### config.mk
export PLATFORM = sky130hd
export DESIGN_NAME = uart_cts_tx
export DESIGN_NICKNAME = d
export VERILOG_FILES = /design/src/rtl/uart_tx_pkg.sv /design/src/rtl/uart_cts_sync.sv /design/src/rtl/uart_tx_fifo.sv /design/src/rtl/uart_tx_serializer.sv /design/src/rtl/uart_cts_tx.sv
export SDC_FILE = /design/constraint.sdc
export NUM_CORES = 1
export LEC_CHECK = 0
export BUFFER_PORTS_ARGS = -buffer_cell sky130_fd_sc_hd__buf_2
export CAP_MARGIN = 20
export CORE_MARGIN = 2
export CORE_UTILIZATION = 62
export DETAILED_ROUTE_END_ITERATION = 8
export GPL_TIMING_DRIVEN = 0
export HOLD_SLACK_MARGIN = 0.03
export PLACE_DENSITY = 0.79
export SLEW_MARGIN = 10
export SYNTH_ARGS = -nofsm -noshare
export SYNTH_HDL_FRONTEND = slang
export SYNTH_SLANG_ARGS = --single-unit
### constraint.sdc
create_clock -name clk -period 3.4 [get_ports clk]
set_clock_uncertainty 0.15 [all_clocks]
set_input_delay 0.17 -clock clk [delete_from_list [all_inputs] [get_ports clk]]
set_output_delay 0.17 -clock clk [all_outputs]
set_load 0.05 [all_outputs]
### src/rtl/uart_tx_pkg.sv
package uart_tx_pkg;

    localparam int BYTE_W     = 8;
    localparam int FRAME_BITS = BYTE_W + 2;

    typedef enum logic {
        TX_IDLE = 1'b0,
        TX_SEND = 1'b1
    } tx_state_e;

    // Bit 0 of the packed frame goes out first.
    typedef struct packed {
        logic              stop_bit;
        logic [BYTE_W-1:0] payload;
        logic              start_bit;
    } tx_frame_t;

    function automatic tx_frame_t build_frame(input logic [BYTE_W-1:0] b);
        tx_frame_t f;
        f.start_bit = 1'b0;
        f.payload   = b;
        f.stop_bit  = 1'b1;
        return f;
    endfunction

endpackage

### src/rtl/uart_cts_sync.sv
module uart_cts_sync #(
    parameter int STAGES = 2
) (
    input  logic clk,
    input  logic rst,
    input  logic async_in,
    output logic sync_out
);
    logic [STAGES-1:0] chain;

    // Reset to 1: the pin counts as deasserted until it has been sampled.
    always_ff @(posedge clk) begin
        if (rst) chain[0] <= 1'b1;
        else     chain[0] <= async_in;
    end

    for (genvar s = 1; s < STAGES; s++) begin : g_stage
        always_ff @(posedge clk) begin
            if (rst) chain[s] <= 1'b1;
            else     chain[s] <= chain[s-1];
        end
    end

    assign sync_out = chain[STAGES-1];
endmodule

### src/rtl/uart_tx_fifo.sv
module uart_tx_fifo #(
    parameter int DEPTH = 16,
    parameter int W     = 8,
    localparam int AW   = (DEPTH > 1) ? $clog2(DEPTH) : 1,
    localparam int CW   = $clog2(DEPTH + 1)
) (
    input  logic          clk,
    input  logic          rst,
    input  logic          wr_en,
    input  logic [W-1:0]  wr_data,
    input  logic          pop,
    output logic [W-1:0]  rd_data,
    output logic          empty,
    output logic [CW-1:0] count,
    output logic          overflow
);
    logic [W-1:0]  mem [DEPTH];
    logic [AW-1:0] wr_ptr, rd_ptr;
    logic          full, push_ok, pop_ok;

    assign full    = (count == CW'(DEPTH));
    assign empty   = (count == '0);
    assign push_ok = wr_en && !full;
    assign pop_ok  = pop && !empty;
    assign rd_data = mem[rd_ptr];

    function automatic logic [AW-1:0] bump(input logic [AW-1:0] p);
        return (p == AW'(DEPTH - 1)) ? '0 : p + 1'b1;
    endfunction

    always_ff @(posedge clk) begin
        if (push_ok) mem[wr_ptr] <= wr_data;
    end

    always_ff @(posedge clk) begin
        if (rst) begin
            wr_ptr   <= '0;
            rd_ptr   <= '0;
            count    <= '0;
            overflow <= 1'b0;
        end else begin
            if (push_ok) wr_ptr <= bump(wr_ptr);
            if (pop_ok)  rd_ptr <= bump(rd_ptr);
            unique case ({push_ok, pop_ok})
                2'b10:   count <= count + 1'b1;
                2'b01:   count <= count - 1'b1;
                default: count <= count;
            endcase
            if (wr_en && full) overflow <= 1'b1;
        end
    end
endmodule

### src/rtl/uart_tx_serializer.sv
module uart_tx_serializer
    import uart_tx_pkg::*;
#(
    parameter int TICKS_PER_BIT = 16,
    localparam int TW = (TICKS_PER_BIT > 1) ? $clog2(TICKS_PER_BIT) : 1,
    localparam int BW = $clog2(FRAME_BITS)
) (
    input  logic              clk,
    input  logic              rst,
    input  logic              bit_tick,
    input  logic              have_data,
    input  logic              cts_ok,
    input  logic [BYTE_W-1:0] load_data,
    output logic              pop,
    output logic              busy,
    output logic              line
);
    tx_state_e             state;
    logic [FRAME_BITS-1:0] shreg;
    logic [TW-1:0]         tick_cnt;
    logic [BW-1:0]         bit_idx;
    logic                  bit_end;

    // Flow control is only looked at here, when a new frame would start.
    assign pop     = (state == TX_IDLE) && have_data && cts_ok;
    assign busy    = (state == TX_SEND);
    assign bit_end = bit_tick && (tick_cnt == TW'(TICKS_PER_BIT - 1));
    assign line    = busy ? shreg[0] : 1'b1;

    always_ff @(posedge clk) begin
        if (rst) begin
            state    <= TX_IDLE;
            shreg    <= '1;
            tick_cnt <= '0;
            bit_idx  <= '0;
        end else begin
            unique case (state)
                TX_IDLE: begin
                    if (pop) begin
                        shreg    <= build_frame(load_data);
                        tick_cnt <= '0;
                        bit_idx  <= '0;
                        state    <= TX_SEND;
                    end
                end
                TX_SEND: begin
                    if (bit_end) begin
                        tick_cnt <= '0;
                        if (bit_idx == BW'(FRAME_BITS - 1)) begin
                            state <= TX_IDLE;
                        end else begin
                            shreg   <= {1'b1, shreg[FRAME_BITS-1:1]};
                            bit_idx <= bit_idx + 1'b1;
                        end
                    end else if (bit_tick) begin
                        tick_cnt <= tick_cnt + 1'b1;
                    end
                end
                default: state <= TX_IDLE;
            endcase
        end
    end
endmodule

### src/rtl/uart_cts_tx.sv
module uart_cts_tx
    import uart_tx_pkg::*;
#(
    parameter int DEPTH         = 16,
    parameter int TICKS_PER_BIT = 16,
    parameter int SYNC_STAGES   = 2,
    localparam int CW           = $clog2(DEPTH + 1)
) (
    input  logic              clk,
    input  logic              rst,
    input  logic              bit_tick,
    input  logic              wr_en,
    input  logic [BYTE_W-1:0] wr_data,
    input  logic              cts_n_pin,
    output logic              tx_line,
    output logic              tx_empty,
    output logic              tx_overflow
);
    logic              cts_n_sync;
    logic              fifo_empty;
    logic [CW-1:0]     fifo_count;
    logic [BYTE_W-1:0] head_data;
    logic              pop;
    logic              busy;

    uart_cts_sync #(.STAGES(SYNC_STAGES)) u_sync (
        .clk      (clk),
        .rst      (rst),
        .async_in (cts_n_pin),
        .sync_out (cts_n_sync)
    );

    uart_tx_fifo #(.DEPTH(DEPTH), .W(BYTE_W)) u_fifo (
        .clk      (clk),
        .rst      (rst),
        .wr_en    (wr_en),
        .wr_data  (wr_data),
        .pop      (pop),
        .rd_data  (head_data),
        .empty    (fifo_empty),
        .count    (fifo_count),
        .overflow (tx_overflow)
    );

    uart_tx_serializer #(.TICKS_PER_BIT(TICKS_PER_BIT)) u_ser (
        .clk       (clk),
        .rst       (rst),
        .bit_tick  (bit_tick),
        .have_data (!fifo_empty),
        .cts_ok    (!cts_n_sync),
        .load_data (head_data),
        .pop       (pop),
        .busy      (busy),
        .line      (tx_line)
    );

    assign tx_empty = fifo_empty && !busy;
endmodule

==> run metrics, run 1 <==
result of the run=completed; area of the multi-input gates=0.00205 mm²; Post-synth EDFFs=128; synthesis-stage register bit count=~170; RSZ-0062 raised after global routing=no; Power per Cell Area=547 mW/mm²; Placer Congestion=0.867; post-synth design cell area=0.00682 mm²; GR Util All Layers=26.0%; H-tree Lvls=4; DIE HEIGHT=109 µm; predominant post-synthesis flop cell=edfxtp_1; Placed Instance Area=0.00709 mm²; I/O pin cnt=16; final number of max-transition violations=0; Post-Synthesis Mean Instance Area=15.4 µm²; starting density of the core=63.2%; largest cells by area after synthesis=edfxtp_1 (56%), dfxtp_1 (11%), mux4_2 (9.6%), nor2_1 (2.3%), ha_1 (1.8%); Root Buffer=clkbuf_8; number of vias after detailed routing=4026; ant diodes=0; Final Net Count=510; biggest area consumer among synthesized cells=edfxtp_1; half-perimeter wire length after detailed placement=around 8.7 mm; average wire per standard cell=21.6 µm; Crit Reg-Reg Endpoint=u_fifo.count[4]$_SDFFE_PP0P_; CP endpoint kind=flop; Required @ worst endpoint=3.68 ns; First-pass DRT Iterations=5; Simple-Gate Fraction of Synth Area=approximately 8%; Synth Area in Compound Gates=approximately 6.5%; share of layout cells above drive strength 1=20.6%; type of the setup path with the least slack=reg -> reg; GRT Residual Overflow=0; total of buffers placed on input and output ports=14; Synth-to-Final Area Change=13.5%; arrival time worst endpoint=about 3.5 ns; Num CTS Buffers=17; DRC violation count after routing=0; number of buffers on the longest clock path=2; Max Fanout on Critical Path=10; proportion of synthesized area in mux cells=between 10% and 20%; Starting DRT DRC Count=438; R2R depth=10; full die area=approximately 0.012 mm²; synthesized instance count=roughly 440; number of antenna violations at the first check in global routing=0; portion of synthesized cell area occupied by the leading cell type=56.3%; number of setup violations in the final report=0; total wirelength of the detailed-routed design=~14 mm; Synthesis Warnings=0; Relative slew margins=32.8%; highest ir drop seen on vdd=approximately 0.43 mV; worst flop-to-flop path startpoint=u_fifo.count[0]$_SDFFE_PP0P_; share of synthesized registers carrying an async set or reset=0%; Net Count, Synth=465; termination of the worst setup path=u_fifo.count[4]$_SDFFE_PP0P_; number of filler instances in the final layout=667; Die Wd=109 µm; Worst Setup SP=u_fifo.count[0]$_SDFFE_PP0P_; post-route clock period utilization=95.8%; area of all sequential standard cells=0.00460 mm²; post-CTS clock slew at the launch and capture registers of the worst setup and hold paths=0.06 ns; via count of the first global-routing pass=3924; number of buffers inserted by post-CTS setup repair=0; largest family of logic cells by synthesized area=multiplexers; register-to-register path setup slack=0.14 ns; wire length of the first global-routing pass=21.4 mm; post-route setup TNS=0 ns; clock sink total=between 150 and 200; TritonCTS clock tree=done; design area=0.00774 mm²; pin count of the biggest net entering global routing=17; endpoints failing hold=0; fraction of the yosys area taken by sequential cells=about two thirds; worst min-delay path class=reg -> reg; count of antenna-violating nets left after detailed routing=0; Final Total Pwr=4.23 mW; post-synthesis xor/xnor area fraction=1.03%; via/cell ratio=6.29; clock period minus worst slack=3.26 ns; count of max-cap constraint violations=0; area of the core region=roughly 0.011 mm²; Worst Tran Pin Value=1.01 ns; CP startpoint kind=flop; Post-Synth Adder-Cell Area=1.83%; static leakage power=around 2.6 nW; highest clock frequency the design can meet=307 MHz; clock insertion delay at the later pin of the skew report=0.54 ns; Cell Rows=38; number of different library cells in the post-synthesis netlist=56
==> timing repair <==
action	CTS	global route
hold buffers	13	0
gates resized for setup	0	1
setup endpoints to repair	0	1
endpoints found under the hold margin	149	0
==> worst min-delay path by stage <==
stage	slack [ns]	end	cells after the start	from
2_1_floorplan	0.12	u_fifo.mem[0][0]$_DFFE_PP_	0	wr_data[0]
3_3_place_gp	0.21	u_sync.chain[0]$_SDFF_PP1_	2	cts_n_pin
3_5_place_dp	0.22	u_sync.chain[0]$_SDFF_PP1_	2	cts_n_pin
4_1_cts	0.28	u_sync.sync_out$_SDFF_PP1_	1	u_sync.chain[0]$_SDFF_PP1_
5_1_grt	0.29	u_sync.sync_out$_SDFF_PP1_	1	u_sync.chain[0]$_SDFF_PP1_
6_report	0.28	u_sync.sync_out$_SDFF_PP1_	1	u_sync.chain[0]$_SDFF_PP1_
==> routing by layer <==
layer  GRT usage [%]  share of wire, %
met2            42.3                51
met1            33.1                40
met4            11.4               2.5
met3            6.93               6.4
met5               0                 0
==> through the flow <==
step | setup slack [ns] | hold WS, ns | utilization, % | cells
5_1_grt | 0.00388 | 0.288 | 71.7 | 640
3_5_place_dp | 0.0772 | 0.217 | 65.7 | 596
4_1_cts | 0.0618 | 0.280 | 71.8 | 641
6_report | 0.144 | 0.278 | 71.7 | 640
2_1_floorplan | 0.388 | 0.119 | - | 442
3_3_place_gp | 0.0973 | 0.206 | 65.5 | 596
==> worst max-delay path, cell delays in order, from the launching register on <==
cell and delay, ns:
dfxtp_1 0.38, or4_4 0.58, o21ai_4 0.27, inv_4 0.12, ha_1 0.35, xor2_1 0.19, ha_1 0.24, o21ai_0 0.19
o31ai_1 0.10, a211oi_1 0.23, mux2_2 0.35
==> layout by cell type, fill, tap and decap left out, types with 4 or more instances in the layout <==
cell type	synthesis	final
edfxtp_1	128	128
nor2_1	42	42
dfxtp_1	38	38
mux4_2	29	29
nand2_1	27	27
buf_2	6	20
clkbuf_16	0	16
a21oi_1	15	15
dlygate4sd3_1	0	13
mux2i_1	10	10
ha_1	10	10
clkbuf_1	8	9
mux2_2	9	9
nor2b_1	8	8
inv_1	7	7
a211oi_1	7	7
o311ai_0	7	7
xor2_1	6	6
o22ai_1	6	6
o21ai_0	6	6
nor3_1	9	5
nand3_1	5	5
clkinv_1	1	5
o21a_1	5	5
clkbuf_8	3	4
buf_1	4	4
nor3_2	0	4
a31oi_1	4	4
==> synthesized netlist by cell type (all sizes together) (2+ instances only) <==
| library cell | count |
|---|---|
| inv | 8 |
| clkbuf | 11 |
| edfxtp | 128 |
| a21oi | 15 |
| buf | 14 |
| or4 | 2 |
| nor3 | 9 |
| nor2b | 8 |
| ha | 10 |
| a211oi | 8 |
| mux4 | 29 |
| o21ai | 8 |
| nor3b | 3 |
| o21a | 5 |
| o22ai | 6 |
| a22oi | 2 |
| dfxtp | 38 |
| nand4 | 2 |
| mux2 | 9 |
| mux2i | 10 |
| a31oi | 4 |
| nand2b | 2 |
| or2 | 4 |
| nand3 | 5 |
| nand2 | 27 |
| xor2 | 6 |
| xnor2 | 2 |
| o311ai | 7 |
| nor2 | 42 |
| and3b | 2 |
==> state kept, by name, indices dropped and copies added, names as in the netlist, named ones only <==
signal and flops:
u_ser.tick_cnt 4, u_fifo.count 5, u_ser.busy 1, u_ser.shreg 9, u_fifo.wr_ptr 4, u_fifo.rd_ptr 4
u_sync.sync_out 1, u_fifo.mem 128, u_fifo.overflow 1, u_sync.chain 1, u_ser.bit_idx 4
==> power by group <==
part,internal (mW),switching [mW]
clock network,0.965,0.759
logic,0.106,0.164
registers,2.22,0.0220
==> logic make-up after synthesis <==
logic type      after synthesis
fa+ha+maj                    10
buf+inv                      34
mux                          48
compound gates               64
simple gates                112
flops                       166
xor+xnor                      8
==> final cells by class <==
| type | count | area share [%] |
|---|---|---|
| timing repair buffer | 27 | 2.59 |
| clock buffer | 19 | 5.45 |
| inverter | 9 | 0.469 |
| tap | 140 | 2.26 |
| multi-input combinational | 242 | 26.5 |
| buffer | 24 | 1.94 |
| clock inverter | 13 | 1.36 |
| sequential | 166 | 59.5 |
(Power assumes the default switching activity.)
==> inputs of run 2 (changes only) <==
- CORE_MARGIN: 2 -> 1
- HOLD_SLACK_MARGIN: 0.03 -> default
==> run metrics, run 2 (synthesis gave the netlist of run 1 again) <==
Power per Cell Area=572 mW/mm² (was 547 mW/mm²); wire length of the first global-routing pass=21.8 mm (was 21.4 mm); share of layout cells above drive strength 1=22.1% (was 20.6%); most common cell after layout, fill and taps aside=edfxtp_1 (unchanged); highest clock frequency the design can meet=309 MHz (was 307 MHz); half-perimeter wire length after detailed placement=8.50 mm (was 8.72 mm); share of total power consumed by net switching=22.7% (was 22.3%); Root Buffer=clkbuf_8 (unchanged); type of the setup path with the least slack=reg -> reg (unchanged); number of vias after detailed routing=4076 (was 4026); Required @ worst endpoint=3.68 ns (about the same); via count of the first global-routing pass=4045 (was 3924); clock insertion delay at the later pin of the skew report=0.54 ns (about the same); Synth-to-Final Area Change=14.7% (was 13.5%); TritonCTS clock tree=done (unchanged); number of antenna violations at the first check in global routing=0 (unchanged); Starting DRT DRC Count=405 (was 438); area of all sequential standard cells=0.00460 mm² (unchanged); worst-case setup slack after placement=0.0665 ns (was 0.0772 ns); Num CTS Buffers=17 (unchanged); worst min-delay path class=in -> reg (was reg -> reg); arrival time worst endpoint=3.52 ns (was 3.53 ns); Final Net Count=512 (was 510); design area=0.00783 mm² (was 0.00774 mm²); CP endpoint kind=flop (unchanged); final number of max-transition violations=0 (unchanged); clock sink total=166 (unchanged); register-to-register path setup slack=0.16 ns (was 0.14 ns); Cell Rows=37 (was 38); Relative slew margins=33.5% (was 32.8%); total wirelength of the detailed-routed design=14.2 mm (was 13.8 mm); area of the core region=0.0105 mm² (was 0.0108 mm²); number of buffers on the longest clock path=2 (unchanged); average wire per standard cell=22.3 µm (was 21.6 µm); Worst Setup SP=u_fifo.count[0]$_SDFFE_PP0P_ (unchanged); H-tree Lvls=4 (unchanged); total of buffers placed on input and output ports=14 (unchanged); highest ir drop seen on vdd=0.489 mV (was 0.428 mV); flip-flop count of the largest register after layout=128 (unchanged); starting density of the core=64.9% (was 63.2%); net switching power=1.02 mW (was 945 µW); R2R depth=10 (unchanged); count of antenna-violating nets left after detailed routing=0 (unchanged); Top reg by flops=u_fifo.mem (unchanged); worst flop-to-flop path startpoint=u_fifo.count[0]$_SDFFE_PP0P_ (unchanged); endpoints failing hold=0 (unchanged); result of the run=completed (unchanged); DIE HEIGHT=107 µm (was 109 µm); ant diodes=0 (unchanged); First-pass DRT Iterations=5 (unchanged); end-of-flow core utilization=74.5% (was 71.7%); via/cell ratio=6.39 (was 6.29); number of setup violations in the final report=0 (unchanged); internal power consumption=3.46 mW (was 3.29 mW); Worst Tran Pin Value=0.994 ns (was 1.01 ns); crit path setup slack, layout=0.160 ns (was 0.144 ns); Seq pwr share=50.0% (was 52.9%); CP startpoint kind=flop (unchanged); count of max-cap constraint violations=0 (unchanged); Crit Reg-Reg Endpoint=u_fifo.count[4]$_SDFFE_PP0P_ (unchanged); Placer Congestion=0.788 (was 0.867); part of the power in combinational logic=6.2% (was 6.4%); RSZ-0062 raised after global routing=no (unchanged); static leakage power=2.65 nW (was 2.60 nW); post-route clock period utilization=95.3% (was 95.8%); post-CTS clock slew at the launch and capture registers of the worst setup and hold paths=0.07 ns (was 0.06 ns); Max Fanout on Critical Path=10 (unchanged); I/O pin cnt=16 (unchanged); Placed Instance Area=0.00708 mm² (was 0.00709 mm²); GR Util All Layers=27.4% (was 26.0%); top library cells by usage in the layout, fill and taps aside=edfxtp_1 (128), nor2_1 (42), dfxtp_1 (38) (unchanged); GRT Residual Overflow=0 (unchanged); number of filler instances in the final layout=593 (was 667); proportion of power drawn by the clock network=43.8% (was 40.7%); clock period minus worst slack=3.24 ns (was 3.26 ns); DRC violation count after routing=0 (unchanged); pin count of the biggest net entering global routing=17 (unchanged); Die Wd=107 µm (was 109 µm); Regs by FF count=u_fifo.mem x128, u_ser.shreg x9, u_fifo.count x5 (unchanged); termination of the worst setup path=u_fifo.count[4]$_SDFFE_PP0P_ (unchanged); Final Total Pwr=4.48 mW (was 4.23 mW); area of the multi-input gates=0.00205 mm² (unchanged); full die area=0.0114 mm² (was 0.0119 mm²); post-route setup TNS=0 ns (unchanged)
## run 2: worst max-delay path: stages (launching register included)
cell and delay (ns):
dfxtp_1 0.38, or4_4 0.58, o21ai_4 0.28, inv_4 0.12, ha_1 0.33, xor2_1 0.19, ha_1 0.23, o21ai_0 0.18
o31ai_1 0.11, a211oi_2 0.22, mux2_2 0.35
## run 2: what timing repair did
action,CTS,global route
hold buffers,13,0
gates resized for setup,0,1
buffers inserted,0,1
endpoints found under the hold margin,147,0
setup endpoints to repair,0,1
## run 2: routing by layer
layer,global-route usage [%],vias to the layer above,wire length (µm)
li1,-,1797,-
met1,34.0,2055,5790
met2,44.8,187,7210
met3,7.23,37,855
met4,13.7,0,356
met5,0,-,0
## run 2: final cells by class
| cell class | instances | share of cell area, % |
|---|---|---|
| Buffer | 24 | 1.92 |
| Clock buffer | 17 | 5.29 |
| Clock inverter | 15 | 2.46 |
| Inverter | 9 | 0.463 |
| Multi-Input combinational cell | 242 | 26.2 |
| Sequential cell | 166 | 58.8 |
| Tap cell | 136 | 2.17 |
| Timing Repair Buffer | 29 | 2.72 |
## run 2: worst min path at each step
stage                                    start                      endpoint  slack (ns)  cells past startpoint
CTS                                      wr_en  u_fifo.overflow$_SDFFE_PP0P_        0.30                      4
finish                                   wr_en  u_fifo.overflow$_SDFFE_PP0P_        0.31                      4
global placement                     cts_n_pin    u_sync.chain[0]$_SDFF_PP1_        0.20                      2
detailed placement                   cts_n_pin    u_sync.chain[0]$_SDFF_PP1_        0.21                      2
floorplan                           wr_data[0]    u_fifo.mem[0][0]$_DFFE_PP_        0.12                      0
global route        u_sync.chain[0]$_SDFF_PP1_    u_sync.sync_out$_SDFF_PP1_        0.30                      1
## run 2: power groups by stage
stage               Clock [mW]  Sequential [mW]  Combinational, mW
finish                    1.96             2.24              0.277
floorplan                    0             2.28              0.179
global placement             0             2.28              0.246
detailed placement           0             2.28              0.256
CTS                       1.98             2.24              0.273
global route              2.06             2.24              0.299
## run 2: through the flow
| stage | hold WS, ns | instances |
|---|---|---|
| global placement | 0.205 | 592 |
| floorplan | 0.119 | 442 |
| global route | 0.303 | 638 |
| CTS | 0.297 | 638 |
| detailed placement | 0.207 | 593 |
| finish | 0.305 | 638 |
